### src/rtl/pal_raster_pkg.sv
package pal_raster_pkg;
  typedef enum logic [1:0] {
    PH_ACTIVE,
    PH_FRONT,
    PH_SYNC,
    PH_BACK
  } h_phase_e;
endpackage

### src/rtl/pal_line_timer.sv
module pal_line_timer
  import pal_raster_pkg::*;
#(
  parameter int H_ACTIVE = 720,
  parameter int H_FP     = 22,
  parameter int H_SYNC   = 63,
  parameter int H_BP     = 59,
  parameter int CNT_W    = 10
) (
  input  logic             clk,
  input  logic             rst,
  input  logic             pix_en,
  output logic [CNT_W-1:0] pix_x,
  output logic             hblank,
  output logic             hsync_n,
  output logic             line_step,
  output logic             past_half
);
  localparam int H_TOTAL = H_ACTIVE + H_FP + H_SYNC + H_BP;
  localparam logic [CNT_W-1:0] X_LAST   = CNT_W'(H_TOTAL - 1);
  localparam logic [CNT_W-1:0] X_ACT    = CNT_W'(H_ACTIVE);
  localparam logic [CNT_W-1:0] X_SYNC_B = CNT_W'(H_ACTIVE + H_FP);
  localparam logic [CNT_W-1:0] X_SYNC_E = CNT_W'(H_ACTIVE + H_FP + H_SYNC);
  localparam logic [CNT_W-1:0] X_HALF   = CNT_W'(H_TOTAL / 2);

  h_phase_e phase;

  // sample counter
  always_ff @(posedge clk) begin
    if (rst)            pix_x <= '0;
    else if (line_step) pix_x <= '0;
    else if (pix_en)    pix_x <= pix_x + 1'b1;
  end

  assign line_step = pix_en && (pix_x == X_LAST);
  assign past_half = (pix_x >= X_HALF);

  always_comb begin
    if (pix_x < X_ACT)         phase = PH_ACTIVE;
    else if (pix_x < X_SYNC_B) phase = PH_FRONT;
    else if (pix_x < X_SYNC_E) phase = PH_SYNC;
    else                       phase = PH_BACK;
  end

  assign hblank  = (phase != PH_ACTIVE);
  assign hsync_n = (phase != PH_SYNC);

  AST_X_WRAP: assert property (@(posedge clk) disable iff (rst)
    line_step |=> (pix_x == '0));
  AST_X_HOLD: assert property (@(posedge clk) disable iff (rst)
    !pix_en |=> $stable(pix_x));
  AST_HSYNC_IN_BLANK: assert property (@(posedge clk) disable iff (rst)
    !hsync_n |-> hblank);
endmodule

### src/rtl/pal_frame_timer.sv
module pal_frame_timer #(
  parameter int V_LINES      = 625,
  parameter int ACT_LINES    = 288,
  parameter int F1_ACT_START = 23,
  parameter int V_SYNC_LINES = 5,
  parameter int CNT_W        = 10
) (
  input  logic             clk,
  input  logic             rst,
  input  logic             line_step,
  input  logic             past_half,
  output logic [CNT_W-1:0] line_y,
  output logic             field,
  output logic             vblank,
  output logic             vsync_n
);
  localparam int F_RISE_I   = (V_LINES + 1) / 2;
  localparam int F2_START_I = F1_ACT_START + ACT_LINES + (V_LINES - 2 * ACT_LINES + 1) / 2;
  localparam logic [CNT_W-1:0] Y_LAST   = CNT_W'(V_LINES);
  localparam logic [CNT_W-1:0] Y_FIRST  = CNT_W'(1);
  localparam logic [CNT_W-1:0] F_RISE   = CNT_W'(F_RISE_I);
  localparam logic [CNT_W-1:0] A1_BEG   = CNT_W'(F1_ACT_START);
  localparam logic [CNT_W-1:0] A1_END   = CNT_W'(F1_ACT_START + ACT_LINES - 1);
  localparam logic [CNT_W-1:0] A2_BEG   = CNT_W'(F2_START_I);
  localparam logic [CNT_W-1:0] A2_END   = CNT_W'(F2_START_I + ACT_LINES - 1);
  localparam logic [CNT_W-1:0] VS0_END  = CNT_W'(V_SYNC_LINES);
  localparam logic [CNT_W-1:0] VS1_LAST = CNT_W'(F_RISE_I + V_SYNC_LINES);

  logic vs_first, vs_second, act_line;

  // frame line counter, lines numbered from 1
  always_ff @(posedge clk) begin
    if (rst)            line_y <= Y_FIRST;
    else if (line_step) line_y <= (line_y == Y_LAST) ? Y_FIRST : line_y + 1'b1;
  end

  assign field = (line_y >= F_RISE);

  assign act_line = ((line_y >= A1_BEG) && (line_y <= A1_END)) ||
                    ((line_y >= A2_BEG) && (line_y <= A2_END));
  assign vblank = !act_line;

  // first field: whole lines; second field: shifted by half a line
  assign vs_first  = (line_y <= VS0_END);
  assign vs_second = ((line_y == F_RISE) && past_half) ||
                     ((line_y > F_RISE) && (line_y < VS1_LAST)) ||
                     ((line_y == VS1_LAST) && !past_half);
  assign vsync_n = !(vs_first || vs_second);

  AST_Y_RANGE: assert property (@(posedge clk) disable iff (rst)
    (line_y >= Y_FIRST) && (line_y <= Y_LAST));
  AST_Y_HOLD: assert property (@(posedge clk) disable iff (rst)
    !line_step |=> $stable(line_y));
  AST_FIELD_RISE: assert property (@(posedge clk) disable iff (rst)
    $rose(field) |-> (line_y == F_RISE));
  AST_FIELD_FALL: assert property (@(posedge clk) disable iff (rst)
    $fell(field) |-> (line_y == Y_FIRST));
  AST_VSYNC_BLANKED: assert property (@(posedge clk) disable iff (rst)
    !vsync_n |-> vblank);
endmodule

### src/rtl/pal_raster_gen.sv
module pal_raster_gen #(
  parameter int H_ACTIVE     = 720,
  parameter int H_FP         = 22,
  parameter int H_SYNC       = 63,
  parameter int H_BP         = 59,
  parameter int V_LINES      = 625,
  parameter int ACT_LINES    = 288,
  parameter int F1_ACT_START = 23,
  parameter int V_SYNC_LINES = 5,
  parameter int CNT_W        = 10
) (
  input  logic             clk,
  input  logic             rst,
  input  logic             pix_en,
  output logic [CNT_W-1:0] pix_x,
  output logic [CNT_W-1:0] line_y,
  output logic             hsync_n,
  output logic             vsync_n,
  output logic             field,
  output logic             hblank,
  output logic             vblank,
  output logic             de
);
  logic line_step, past_half;

  pal_line_timer #(
    .H_ACTIVE(H_ACTIVE), .H_FP(H_FP), .H_SYNC(H_SYNC), .H_BP(H_BP), .CNT_W(CNT_W)
  ) u_line (
    .clk(clk), .rst(rst), .pix_en(pix_en), .pix_x(pix_x), .hblank(hblank),
    .hsync_n(hsync_n), .line_step(line_step), .past_half(past_half)
  );

  pal_frame_timer #(
    .V_LINES(V_LINES), .ACT_LINES(ACT_LINES), .F1_ACT_START(F1_ACT_START),
    .V_SYNC_LINES(V_SYNC_LINES), .CNT_W(CNT_W)
  ) u_frame (
    .clk(clk), .rst(rst), .line_step(line_step), .past_half(past_half),
    .line_y(line_y), .field(field), .vblank(vblank), .vsync_n(vsync_n)
  );

  assign de = !hblank && !vblank;

  AST_DE_HOLD: assert property (@(posedge clk) disable iff (rst)
    !pix_en |=> $stable(de));
  AST_DE_NO_SYNC: assert property (@(posedge clk) disable iff (rst)
    de |-> (hsync_n && vsync_n));
endmodule

### config.mk
export PLATFORM = sky130hd
export DESIGN_NAME = pal_raster_gen
export DESIGN_NICKNAME = d
export VERILOG_FILES = /design/src/rtl/pal_raster_pkg.sv /design/src/rtl/pal_line_timer.sv /design/src/rtl/pal_frame_timer.sv /design/src/rtl/pal_raster_gen.sv
export SDC_FILE = /design/constraint.sdc
export NUM_CORES = 1
export LEC_CHECK = 0
export BUFFER_PORTS_ARGS = -buffer_cell sky130_fd_sc_hd__buf_2
export CORE_UTILIZATION = 30
export DETAILED_ROUTE_END_ITERATION = 10
export PLACE_DENSITY = 0.52
export SYNTH_ARGS = -nofsm -noshare
export SYNTH_HDL_FRONTEND = slang
export SYNTH_SLANG_ARGS = --single-unit
export TNS_END_PERCENT = 1
### constraint.sdc
create_clock -name clk -period 2.6 [get_ports clk]
set_input_delay 0.26 -clock clk [delete_from_list [all_inputs] [get_ports clk]]
set_output_delay 0.26 -clock clk [all_outputs]
set_load 0.02 [all_outputs]
==> results.json, run 1 <==
{
  "status": "completed",
  "yosysTopAreaCell": "dfxtp_1",
  "area.growth.synth_to_final_pct": 14.09,
  "holdBufCountCts": 0,
  "utilization_pct": 35.37,
  "cts_buffer_depth": 2,
  "async_flop_share_pct": 0,
  "finalHoldViolations": 0,
  "cts_sinks": 20,
  "relSlewSlack_pct": 64.96,
  "max_freq_ghz": 0.4426,
  "place.gp.congestion": 0.7659,
  "synth_seq_cells": 20,
  "setup_tns_ns": 0,
  "syn_area_mm2": 0.001350,
  "start_util_pct": 31.01,
  "power_density_mw_per_mm2": 354.9,
  "cts_inserted_buffers": 3,
  "skew_ns": 0.004877,
  "grtUsageTotal_pct": 14.76,
  "clk_pin_slew_ns": 0.08,
  "min_period_ns": 2.259,
  "cap_violations": 0,
  "drtIter0Drc": 76,
  "ioPinCount": 29,
  "routed_wl_mm": 3.366,
  "ys_types": 46,
  "finalPower_uw": 546.7,
  "cts_setup_buffers": 0,
  "cts_resized": 0,
  "yosysTopAreaCellShare_pct": 29.66,
  "syn_nets": 183,
  "synth_cells": 174,
  "grt_overflow": 0,
  "antenna_found_initial": 0,
  "drc_errors": 0,
  "drt_first_pass_iters": 4,
  "die-area_mm2": 0.004773,
  "clock_latency_ns": 0.25,
  "fin_crit_sh_pct": 86.90,
  "n_antenna_cell": 0,
  "worstSetupEndpointType": "output port",
  "dpl_worst_slack_ns": 0.5723,
  "worst_slew_pin_slew_ns": 0.5213,
  "yosysSeqAreaShare_pct": 29.66,
  "instances_no_fill": 245,
  "hpwl_mm": 2.447,
  "critPathMaxFanout": 8,
  "grt_start_max_net_pins": 13,
  "ant_nets": 0,
  "die_w_um": 69.09,
  "via_per_inst": 5.261,
  "final_nets": 204,
  "path_cells": "ha_1 > a21o_1 > a2111o_1 > and2_1 > a22o_1 > buf_2",
  "fin_ws_ns": 0.3407,
  "placed_cells": 242,
  "grt_pass1_vias": 1188,
  "ir_drop_v": 0.0002789,
  "cts_max_level": 1,
  "drive_gt1_share_pct": 18.65,
  "cts-root-buf": "clkbuf_8",
  "crit_type": "reg2out",
  "cp.required_ns": 2.34,
  "p_leak_nw": 0.6143,
  "crit_family": "compound AO/OA/AOI/OAI gates",
  "cts_tree": "built",
  "start_kind": "register",
  "rsz0062_at_grt": "no",
  "synth_warnings": 0,
  "wire_per_inst_um": 13.74,
  "path_buf_inv": 1,
  "setup_viol": 0,
  "worst_ep_arrival_time_ns": 2.00,
  "synthFlopType": "dfxtp_1",
  "io_buffer_count": 28,
  "die_height_um": 69.09,
  "worstHoldPathType": "in2reg",
  "num_rows": 24,
  "coreArea_mm2": 0.004354,
  "worst_path_max_delay_cell": "a2111o_1",
  "slowest_delay_ns": 0.42,
  "slew_violations": 0,
  "syn_area_per_cell_um2": 7.759,
  "yosys-top-cells-area": "dfxtp_1, nor2_1, xnor2_1, ha_1, a21oi_1",
  "synth_edf_count": 0,
  "grt_first_pass_wirelength_mm": 5.837,
  "vias": 1289
}
## where the power goes
| part | internal, mW | switching, mW | leakage [nW] |
|---|---|---|---|
| clock | 0.103 | 0.100 | 0.0216 |
| sequential | 0.309 | 0.00549 | 0.161 |
| combinational | 0.0102 | 0.0182 | 0.431 |
## kinds of logic (layout without fill, tap and decap cells)
logic type,after synthesis,in the layout,synth area share (%)
buffers and inverters,22,41,6.951
AND/OR/NAND/NOR,77,77,31.70
adder cells (fa/ha/maj),6,6,5.561
flip-flops,20,20,29.66
AO/OA/AOI/OAI,35,35,16.87
XOR/XNOR,12,12,7.785
multiplexers,2,2,1.483
## worst reg2reg max path, cell delays in order (launching register included)
cell and delay [ns]:
dfxtp_1 0.44, ha_1 0.25, nand3b_1 0.19, or3_4 0.45, or4_1 0.51, a21oi_1 0.15
## worst paths after layout
kind,startpoint,to,slack (ns),cells after the start
worst min-delay path,rst,u_frame.line_y[1]$_SDFFE_PP0P_,0.28,2
worst max register to register,u_line.pix_x[1]$_SDFFE_PP0P_,u_frame.line_y[9]$_SDFFE_PP0P_,0.54,5
worst min register to register,u_frame.line_y[1]$_SDFFE_PP0P_,u_frame.line_y[1]$_SDFFE_PP0P_,0.58,2
worst max-delay path,u_frame.line_y[0]$_SDFFE_PP1P_,de,0.34,6
## cells in the final DEF, fill, tap and decap left out, types with 2 or more instances in the layout
cell type	count
nand2_1	14
clkbuf_8	3
nand4b_1	2
nand3b_1	2
nor4_1	5
or4_1	4
nand4_1	3
nor2_1	24
o31ai_1	3
buf_2	28
mux2i_1	2
xnor2_1	10
a21oi_1	11
ha_1	6
nor3_1	3
xor2_1	2
dfxtp_1	20
inv_1	10
nand3_1	7
o21ai_0	9
## routing by layer
metal / global-route usage (%) / share of wire, % / vias up
met5: 0 / 0 / -
met4: 2.948 / 0.48 / 0
met3: 3.509 / 4.8 / 2
met2: 24.38 / 46 / 37
met1: 19.57 / 49 / 598
li1: - / - / 652
## final cells by class
| cell class | count | area, um2 |
|---|---|---|
| clock buffers | 3 | 41.29 |
| inverters | 10 | 37.54 |
| well taps | 52 | 65.06 |
| multi-input cells | 132 | 855.8 |
| repair buffers | 28 | 140.1 |
| flip-flops and latches | 20 | 400.4 |
| fillers | 478 | 2814 |
## Yosys cell counts, types with 2 or more instances
cell / n
nand4b_1: 2
a21oi_1: 11
inv_1: 10
xor2_1: 2
nor2_1: 24
nand2_1: 14
nor4_1: 5
nor3_1: 3
dfxtp_1: 20
buf_2: 3
o31ai_1: 3
o21ai_0: 9
nand4_1: 3
mux2i_1: 2
ha_1: 6
xnor2_1: 10
nand3b_1: 2
or4_1: 4
clkbuf_1: 8
nand3_1: 7
## flip-flops by register name, summed over array words and instances, names as in the netlist
signal / count
u_frame.line_y: 10
u_line.pix_x: 10
## per-stage QoR
step / hold WS, ns / cell area [um2]
after floorplan: 0.5313 / 1350
after global placement: 0.5507 / 1499
after detailed placement: 0.5416 / 1499
after CTS: 0.2666 / 1540
after global routing: 0.3028 / 1540
final: 0.2804 / 1540
Power figures use the tool's default switching activity.
==> run 2: changes to the inputs <==
--- a/config.mk
+++ b/config.mk
@@ -6,7 +6,9 @@
 export NUM_CORES = 1
 export LEC_CHECK = 0
 export BUFFER_PORTS_ARGS = -buffer_cell sky130_fd_sc_hd__buf_2
+export CAP_MARGIN = 20
 export CORE_UTILIZATION = 30
+export CTS_BUF_LIST = sky130_fd_sc_hd__clkbuf_4
 export DETAILED_ROUTE_END_ITERATION = 10
 export PLACE_DENSITY = 0.52
 export SYNTH_ARGS = -nofsm -noshare
==> constraint.sdc (replaced) <==
create_clock -name clk -period 2.9 [get_ports clk]
set_input_delay 0.29 -clock clk [delete_from_list [all_inputs] [get_ports clk]]
set_output_delay 0.29 -clock clk [all_outputs]
set_load 0.02 [all_outputs]
==> run 2 against run 1 <==
Cell area shrank 1.2%. Combinational power decreased by 11%. Power decreased by 20%. Sequential power is 10% lower. First-iteration DRC count shrank 37%. Clock power is 36% lower. Highest routed layer unchanged.
==> results.json, run 2 (synthesized netlist as in run 1, its figures left out) <==
{
  "status": "completed",
  "io_buffer_count": 28,
  "utilization_pct": 34.94,
  "ant_nets": 0,
  "ioPinCount": 29,
  "reg2reg_depth": 5,
  "finalInstanceArea_mm2": 0.001521,
  "final_nets": 204,
  "die-area_mm2": 0.004773,
  "grt_pass1_vias": 1103,
  "min_path_cells": 2,
  "place.gp.congestion": 0.7387,
  "multi_input_comb_area_um2": 855.8,
  "antenna_found_initial": 0,
  "cts_inserted_buffers": 3,
  "setup_viol": 0,
  "holdBufCountCts": 0,
  "worst_hold_slack_ns": 0.2657,
  "ir_drop_v": 0.0001513,
  "grt_start_max_net_pins": 13,
  "start_kind": "register",
  "max_freq_ghz": 0.4295,
  "drtIter0Drc": 48,
  "cts_max_level": 1,
  "seqCellArea_um2": 400.4,
  "drive_gt1_share_pct": 18.65,
  "cap_violations": 0,
  "nFillCells": 462,
  "grt_overflow": 0,
  "die_w_um": 69.09,
  "cts-root-buf": "clkbuf_4",
  "vias": 1261,
  "num_rows": 24,
  "coreArea_mm2": 0.004354,
  "hpwl_mm": 2.383,
  "drt_first_pass_iters": 4,
  "finalHoldViolations": 0,
  "layout_commonest_cell": "buf_2",
  "worst_ep_arrival_time_ns": 2.04,
  "wire_per_inst_um": 13.26,
  "cp.required_ns": 2.61,
  "cts_setup_buffers": 0,
  "slew_violations": 0,
  "cts_buffer_depth": 2,
  "crit_type": "reg2out",
  "start_util_pct": 31.01,
  "grtUsageTotal_pct": 13.62,
  "relSlewSlack_pct": 65.21,
  "min_period_ns": 2.328,
  "worst_slew_pin_slew_ns": 0.5176,
  "cts_tree": "built",
  "power_density_mw_per_mm2": 287.7,
  "via_per_inst": 5.147,
  "worstHoldPathType": "in2reg",
  "routed_wl_mm": 3.248,
  "p_leak_nw": 0.6066,
  "worst_path_max_delay_cell": "a2111o_1",
  "area.growth.synth_to_final_pct": 12.70,
  "drc_errors": 0,
  "critPathMaxFanout": 8,
  "reg_top3": "u_frame.line_y (10), u_line.pix_x (10)",
  "grt_first_pass_wirelength_mm": 5.375,
  "fin_crit_sh_pct": 80.29,
  "worstSetupEndpointType": "output port",
  "clk_pin_slew_ns": 0.11,
  "cts_sinks": 20,
  "cts_resized": 0,
  "die_height_um": 69.09,
  "skew_ns": 0.001081,
  "dpl_cell_area_mm2": 0.001499,
  "n_antenna_cell": 0,
  "slowest_delay_ns": 0.41,
  "path_cells": "ha_1 > a21o_1 > a2111o_1 > and2_1 > a22o_1 > buf_2",
  "final_cell_mix": "buf_2, nor2_1, dfxtp_1",
  "rsz0062_at_grt": "no",
  "clock_latency_ns": 0.29,
  "setup_tns_ns": 0
}
run 2: cell counts in the layout (fill, tap and decap cells not counted):
Identical to the previous run, type by type.
run 2: per-stage QoR:
step	cells	power, mW	worst slack, ns
after floorplan	174	0.3070	0.9021
after global routing	245	0.4639	0.4444
final	245	0.4378	0.5715
after global placement	242	0.3144	0.9213
after detailed placement	242	0.3145	0.8731
after CTS	245	0.4475	0.5574
run 2: worst paths after layout:
kind	startpoint	to	slack, ns
worst min register to register	u_frame.line_y[1]$_SDFFE_PP0P_	u_frame.line_y[1]$_SDFFE_PP0P_	0.57
worst max register to register	u_line.pix_x[1]$_SDFFE_PP0P_	u_frame.line_y[9]$_SDFFE_PP0P_	0.83
worst max-delay path	u_frame.line_y[0]$_SDFFE_PP1P_	de	0.57
worst min-delay path	rst	u_frame.line_y[1]$_SDFFE_PP0P_	0.27
run 2: power breakdown:
group | leakage (nW) | switching (mW) | total (mW) | internal, mW
clock network | 0.0138 | 0.0817 | 0.130 | 0.0483
registers | 0.161 | 0.00496 | 0.283 | 0.278
logic | 0.431 | 0.0161 | 0.0253 | 0.00911
total | 0.607 | 0.103 | 0.438 | 0.335
run 2: final cells by class:
| cell class | count | share of cell area (%) |
|---|---|---|
| tap | 52 | 4.276 |
| timing repair buffer | 28 | 9.210 |
| inverter | 10 | 2.467 |
| clock buffer | 3 | 1.480 |
| sequential | 20 | 26.32 |
| multi-input combinational | 132 | 56.25 |
run 2: worst max-delay path, delay by kind of cell, from the launching register on:
kind / cells / cell delay [ns]
AOI/OAI and AO/OA: 3 / 0.76
adders and majority gates: 1 / 0.27
DFF: 1 / 0.40
buffers and inverters: 1 / 0.15
and+or+nand+nor: 1 / 0.16
run 2: routing by layer:
metal	part of all wire, %	wire length (um)	track usage, %
met1	50	1632	18.36
met2	46	1495	22.44
met3	3.4	109	3.216
met4	0.34	11	2.041
met5	0	0	0
